## src/rtl/paged_xlat_pkg.sv

```systemverilog
package paged_xlat_pkg;

    typedef enum logic [1:0] {
        FLT_NONE = 2'b00,
        FLT_LEN  = 2'b01,
        FLT_INV  = 2'b10
    } fault_e;

    typedef enum logic {
        ST_IDLE = 1'b0,
        ST_WAIT = 1'b1
    } walk_e;

    function automatic int unsigned idx_width(input int unsigned n);
        return (n > 1) ? $clog2(n) : 1;
    endfunction

endpackage

```

## src/rtl/paged_xlat_cam.sv

```systemverilog
module paged_xlat_cam
    import paged_xlat_pkg::*;
#(
    parameter int ENTRIES = 4,
    parameter int PN_W    = 8,
    parameter int FRAME_W = 8
) (
    input  logic               clk,
    input  logic               rst,
    input  logic               flush,
    input  logic [PN_W-1:0]    look_pn,
    input  logic               ins_en,
    input  logic [PN_W-1:0]    ins_pn,
    input  logic [FRAME_W-1:0] ins_frame,
    output logic               hit,
    output logic [FRAME_W-1:0] hit_frame,
    output logic [ENTRIES-1:0] hit_vec
);

    localparam int IDX_W = idx_width(ENTRIES);

    typedef struct packed {
        logic               vld;
        logic [PN_W-1:0]    pn;
        logic [FRAME_W-1:0] frame;
    } slot_t;

    logic [IDX_W-1:0]   victim;
    logic [FRAME_W-1:0] masked [ENTRIES];

    always_ff @(posedge clk) begin
        if (rst) begin
            victim <= '0;
        end else if (ins_en && !flush) begin
            victim <= (victim == IDX_W'(ENTRIES - 1)) ? '0 : victim + 1'b1;
        end
    end

    for (genvar i = 0; i < ENTRIES; i++) begin : g_slot
        slot_t slot;

        always_ff @(posedge clk) begin
            if (rst || flush) begin
                slot.vld <= 1'b0;
            end else if (ins_en && victim == IDX_W'(i)) begin
                slot <= '{vld: 1'b1, pn: ins_pn, frame: ins_frame};
            end
        end

        assign hit_vec[i] = slot.vld && !flush && (slot.pn == look_pn);
        assign masked[i]  = hit_vec[i] ? slot.frame : '0;
    end

    always_comb begin
        hit_frame = '0;
        for (int k = 0; k < ENTRIES; k++) begin
            hit_frame = hit_frame | masked[k];
        end
    end

    assign hit = |hit_vec;

endmodule

```

## src/rtl/paged_xlat_ctrl.sv

```systemverilog
module paged_xlat_ctrl
    import paged_xlat_pkg::*;
#(
    parameter int PN_W    = 8,
    parameter int OFF_W   = 10,
    parameter int FRAME_W = 8,
    parameter int MA_W    = 16
) (
    input  logic                     clk,
    input  logic                     rst,
    input  logic                     req_valid,
    output logic                     req_ready,
    input  logic [PN_W+OFF_W-1:0]    req_laddr,
    input  logic [MA_W-1:0]          ptbr,
    input  logic [PN_W:0]            ptlr,
    output logic [PN_W-1:0]          look_pn,
    input  logic                     hit,
    input  logic [FRAME_W-1:0]       hit_frame,
    output logic                     rsp_valid,
    output logic [FRAME_W+OFF_W-1:0] rsp_paddr,
    output logic [1:0]               rsp_fault,
    output logic                     mem_rd_en,
    output logic [MA_W-1:0]          mem_rd_addr,
    input  logic                     mem_rd_valid,
    input  logic [FRAME_W:0]         mem_rd_data,
    output logic                     ins_en,
    output logic [PN_W-1:0]          ins_pn,
    output logic [FRAME_W-1:0]       ins_frame
);

    walk_e             state;
    logic [PN_W-1:0]   held_pn;
    logic [OFF_W-1:0]  held_off;
    logic [OFF_W-1:0]  look_off;
    logic              out_of_range;
    logic              pte_ok;

    assign look_pn      = req_laddr[OFF_W +: PN_W];
    assign look_off     = req_laddr[OFF_W-1:0];
    assign out_of_range = {1'b0, look_pn} >= ptlr;
    assign req_ready    = (state == ST_IDLE);
    assign pte_ok       = mem_rd_data[FRAME_W];

    assign ins_en    = (state == ST_WAIT) && mem_rd_valid && pte_ok;
    assign ins_pn    = held_pn;
    assign ins_frame = mem_rd_data[FRAME_W-1:0];

    always_ff @(posedge clk) begin
        if (rst) begin
            state       <= ST_IDLE;
            rsp_valid   <= 1'b0;
            rsp_fault   <= FLT_NONE;
            rsp_paddr   <= '0;
            mem_rd_en   <= 1'b0;
            mem_rd_addr <= '0;
            held_pn     <= '0;
            held_off    <= '0;
        end else begin
            rsp_valid <= 1'b0;
            mem_rd_en <= 1'b0;
            unique case (state)
                ST_IDLE: begin
                    if (req_valid) begin
                        held_pn  <= look_pn;
                        held_off <= look_off;
                        if (out_of_range) begin
                            rsp_valid <= 1'b1;
                            rsp_fault <= FLT_LEN;
                            rsp_paddr <= '0;
                        end else if (hit) begin
                            rsp_valid <= 1'b1;
                            rsp_fault <= FLT_NONE;
                            rsp_paddr <= {hit_frame, look_off};
                        end else begin
                            mem_rd_en   <= 1'b1;
                            mem_rd_addr <= ptbr + MA_W'(look_pn);
                            state       <= ST_WAIT;
                        end
                    end
                end
                ST_WAIT: begin
                    if (mem_rd_valid) begin
                        rsp_valid <= 1'b1;
                        state     <= ST_IDLE;
                        if (pte_ok) begin
                            rsp_fault <= FLT_NONE;
                            rsp_paddr <= {mem_rd_data[FRAME_W-1:0], held_off};
                        end else begin
                            rsp_fault <= FLT_INV;
                            rsp_paddr <= '0;
                        end
                    end
                end
                default: state <= ST_IDLE;
            endcase
        end
    end

endmodule

```

## src/rtl/paged_xlat.sv

```systemverilog
module paged_xlat
    import paged_xlat_pkg::*;
#(
    parameter int ENTRIES = 4,
    parameter int PN_W    = 8,
    parameter int OFF_W   = 10,
    parameter int FRAME_W = 8,
    parameter int MA_W    = 16
) (
    input  logic                     clk,
    input  logic                     rst,
    input  logic                     req_valid,
    output logic                     req_ready,
    input  logic [PN_W+OFF_W-1:0]    req_laddr,
    input  logic [MA_W-1:0]          ptbr,
    input  logic [PN_W:0]            ptlr,
    input  logic                     flush,
    output logic                     rsp_valid,
    output logic [FRAME_W+OFF_W-1:0] rsp_paddr,
    output logic [1:0]               rsp_fault,
    output logic                     mem_rd_en,
    output logic [MA_W-1:0]          mem_rd_addr,
    input  logic                     mem_rd_valid,
    input  logic [FRAME_W:0]         mem_rd_data
);

    logic [PN_W-1:0]    look_pn;
    logic               cam_hit;
    logic [FRAME_W-1:0] cam_frame;
    logic [ENTRIES-1:0] cam_hit_vec;
    logic               ins_en;
    logic [PN_W-1:0]    ins_pn;
    logic [FRAME_W-1:0] ins_frame;

    paged_xlat_cam #(
        .ENTRIES(ENTRIES),
        .PN_W   (PN_W),
        .FRAME_W(FRAME_W)
    ) u_cam (
        .clk      (clk),
        .rst      (rst),
        .flush    (flush),
        .look_pn  (look_pn),
        .ins_en   (ins_en),
        .ins_pn   (ins_pn),
        .ins_frame(ins_frame),
        .hit      (cam_hit),
        .hit_frame(cam_frame),
        .hit_vec  (cam_hit_vec)
    );

    paged_xlat_ctrl #(
        .PN_W   (PN_W),
        .OFF_W  (OFF_W),
        .FRAME_W(FRAME_W),
        .MA_W   (MA_W)
    ) u_ctrl (
        .clk         (clk),
        .rst         (rst),
        .req_valid   (req_valid),
        .req_ready   (req_ready),
        .req_laddr   (req_laddr),
        .ptbr        (ptbr),
        .ptlr        (ptlr),
        .look_pn     (look_pn),
        .hit         (cam_hit),
        .hit_frame   (cam_frame),
        .rsp_valid   (rsp_valid),
        .rsp_paddr   (rsp_paddr),
        .rsp_fault   (rsp_fault),
        .mem_rd_en   (mem_rd_en),
        .mem_rd_addr (mem_rd_addr),
        .mem_rd_valid(mem_rd_valid),
        .mem_rd_data (mem_rd_data),
        .ins_en      (ins_en),
        .ins_pn      (ins_pn),
        .ins_frame   (ins_frame)
    );

endmodule

```

## config.mk

```make
export PLATFORM = sky130hd
export DESIGN_NAME = paged_xlat
export DESIGN_NICKNAME = d
export VERILOG_FILES = /design/src/rtl/paged_xlat_pkg.sv /design/src/rtl/paged_xlat_cam.sv /design/src/rtl/paged_xlat_ctrl.sv /design/src/rtl/paged_xlat.sv
export SDC_FILE = /design/constraint.sdc
export NUM_CORES = 1
export LEC_CHECK = 0
export ABC_AREA = 1
export BUFFER_PORTS_ARGS = -buffer_cell sky130_fd_sc_hd__buf_2
export CAP_MARGIN = 40
export CORE_ASPECT_RATIO = 0.8
export CORE_MARGIN = 1.5
export CORE_UTILIZATION = 59
export CTS_BUF_LIST = sky130_fd_sc_hd__clkbuf_4
export CTS_CLUSTER_DIAMETER = 100
export DETAILED_ROUTE_END_ITERATION = 10
export HOLD_SLACK_MARGIN = 0.03
export PLACE_DENSITY = 0.82
export RECOVER_POWER = 25
export SETUP_SLACK_MARGIN = 0.4
export SLEW_MARGIN = 0
export SYNTH_ARGS = -nofsm -noshare
export SYNTH_HDL_FRONTEND = slang
export SYNTH_HIERARCHICAL = 1
export SYNTH_SLANG_ARGS = --single-unit
export TNS_END_PERCENT = 30
```

## constraint.sdc

```tcl
create_clock -name clk -period 2.7 [get_ports clk]
set_input_delay 0.405 -clock clk [delete_from_list [all_inputs] [get_ports clk]]
set_output_delay 0.405 -clock clk [all_outputs]
set_load 0.05 [all_outputs]
```

==> impl_metrics.tcl <==
set metrics [dict create \
    power_mw 4.292 \
    cp_cell_sequence "or2_0 -> o211ai_1 -> nor2_4 -> nand2_1 -> nand4_1 -> inv_1 -> nand4_2 -> a21oi_1 -> nor2_1" \
    drt_iter0_drc 436 \
    dp.cells 1056 \
    crit_required_ns 3.12 \
    clkTransAtPathRegs_ns 0.11 \
    drcViolationCount 0 \
    max_slew.worst_pin.slew_ns 0.5567 \
    cap_violations 0 \
    ctsResizeCount 0 \
    drt_pass1_iterations 5 \
    htreeDepth 4 \
    wl_met2_um 6927 \
    cts.sinks 127 \
    yosys_warnings 6 \
    cp-startpoint "u_cam/g_slot[3].slot[13]" \
    place_congestion 0.8674 \
    synth_area_per_cell_um2 7.844 \
    hpwl_um 10980 \
    wl_met1_um 6846 \
    rrSetupSlack_ns 0.59 \
    area_growth_pct 12.04 \
    path_class "register to register" \
    clk-insertion-delay-late_ns 0.53 \
    cts_buffers 17 \
    clk_path_buf_depth 2 \
    cp_max_fo 15 \
    fillCellCount 936 \
    slowest_delay_ns 0.40 \
    start_kind "register" \
    drive_gt1_frac 0.1769 \
    finalHoldViolCount 0 \
    die_area_mm2 0.01181 \
    peakVddDrop_mv 0.4386 \
    r2r-start "u_cam/g_slot[3].slot[13]" \
    grt_pass1_wl_um 24980 \
    antenna_found_initial 0 \
    final_nets 1009 \
    root_buffer "clkbuf_4" \
    rr_endpoint "u_ctrl/mem_rd_addr[9]" \
    rsz0062_at_grt "no" \
    p_per_area_mw_per_mm2 581.4 \
    rows 34 \
    fin_setup_tns_ns 0 \
    mappedNetlistArea_mm2 0.006589 \
    dr.max_layer_used "met4" \
    die_h_um 97.52 \
    worstHoldPathType "input port to register" \
    ff2ff_path_depth 9 \
    wl_per_cell_um 13.83 \
    drv_slew 0 \
    synthesis.nets 918 \
    cts_hold_buf 0 \
    fin_cells 1088 \
    final.min_clock_period_ns 2.111 \
    timing.final.crit_share 0.7817 \
    io_buffers 95 \
    via_count 5559 \
    wl_um 15050 \
    routed_via_density 5.109 \
    syn_inst 840 \
    status "complete, no violations" \
    grtUsageTotal 0.2719 \
    grt-ovfl-total 0 \
    fp.dieW_um 121.2 \
    num_antenna_cells 0 \
    clock_skew_ns 0.02867 \
    arrival_ns 2.54 \
    slew_headroom 0.6266 \
    grt_max_degree 37 \
    ios 96 \
    fmax_mhz 473.8 \
    cts_tree "yes" \
    critPathCaptureType "register" \
    first_global_vias 5298 \
    route.met3.wl_um 1061 \
    postRouteAntennaNets 0 \
    cpMaxStageDelayCell "edfxtp_1" \
    p_leak_nw 3.585 \
    setup_viol 0 \
    cts_setup_buffers 0 \
    endpoint "u_ctrl/mem_rd_addr[9]" \
    start_util 0.6050 \
    coreArea_mm2 0.01089 \
    whs_ns 0.1384 \
]
==> power breakdown <==
group / switching, mW / internal, mW
sequential: 0.0517 / 2.11
clock: 0.682 / 0.651
combinational: 0.575 / 0.223
==> how the worst min path moves through the flow <==
stage,from,endpoint,cells after the start
3_3_place_gp,u_ctrl/held_off[5],u_ctrl/held_off[5],2
2_1_floorplan,u_ctrl/held_off[5],u_ctrl/held_off[5],2
6_report,req_laddr[0],u_ctrl/held_off[0],3
5_1_grt,req_laddr[1],u_ctrl/held_off[1],3
3_5_place_dp,u_ctrl/held_off[0],u_ctrl/held_off[0],2
4_1_cts,mem_rd_data[6],u_cam/g_slot[3].slot[6],1
==> stage by stage <==
step	setup WS [ns]	util	instance area [um2]
floorplan	0.6261	-	6589
CTS	0.5834	0.6788	7392
global placement	0.3556	0.6525	7106
finish	0.5894	0.6778	7382
global route	0.4008	0.6778	7382
detailed placement	0.3029	0.6525	7106
==> state kept, by name, indices dropped and copies added (netlist names) <==
| register | flops |
|---|---|
| u_cam/g_slot.slot | 68 |
| u_cam/victim | 2 |
| u_ctrl/held_off | 10 |
| u_ctrl/ins_pn | 8 |
| u_ctrl/mem_rd_addr | 16 |
| u_ctrl/mem_rd_en | 1 |
| u_ctrl/rsp_fault | 2 |
| u_ctrl/rsp_paddr | 18 |
| u_ctrl/rsp_valid | 1 |
| u_ctrl/state | 1 |
==> cell type report <==
| cell class | instances | area (um2) | share of cell area |
|---|---|---|---|
| clock inverter | 13 | 143.9 | 0.01949 |
| inverter | 105 | 394.1 | 0.05339 |
| sequential | 127 | 3183 | 0.4312 |
| tap | 144 | 180.2 | 0.02441 |
| clock buffer | 19 | 142.6 | 0.01932 |
| timing repair buffer | 109 | 570.5 | 0.07729 |
| multi-input combinational | 571 | 2768 | 0.3749 |
==> critical path, delay by kind of cell (launching register included) <==
family                 cells  cell delay, ns
AND/OR/NAND/NOR            6            1.00
flip-flops                 1            0.40
buffers and inverters      1            0.15
AO/OA/AOI/OAI              2            0.47
==> layer usage <==
layer | up-vias | GRT usage
met5 | - | 0
met4 | 0 | 0.08416
met3 | 19 | 0.06925
met2 | 190 | 0.4270
met1 | 2530 | 0.3713
li1 | 2820 | -
==> placed cells by master (no fill, tap or decap), drive strengths merged <==
master and count:
o21ai 31, a211oi 3, o211ai 1, o22ai 1, nand2 274, o21a 1
edfxtp 64, buf 101, dfxtp 63, clkinv 8, bufinv 3, or2 5
xor2 13, xnor2 3, nor3 3, ha 20, fa 1, nor3b 1
nand4 4, nand3 54, a21oi 37, clkbuf 27, inv 107, nor2 119
Note: power is estimated with default switching activity, not from simulation.
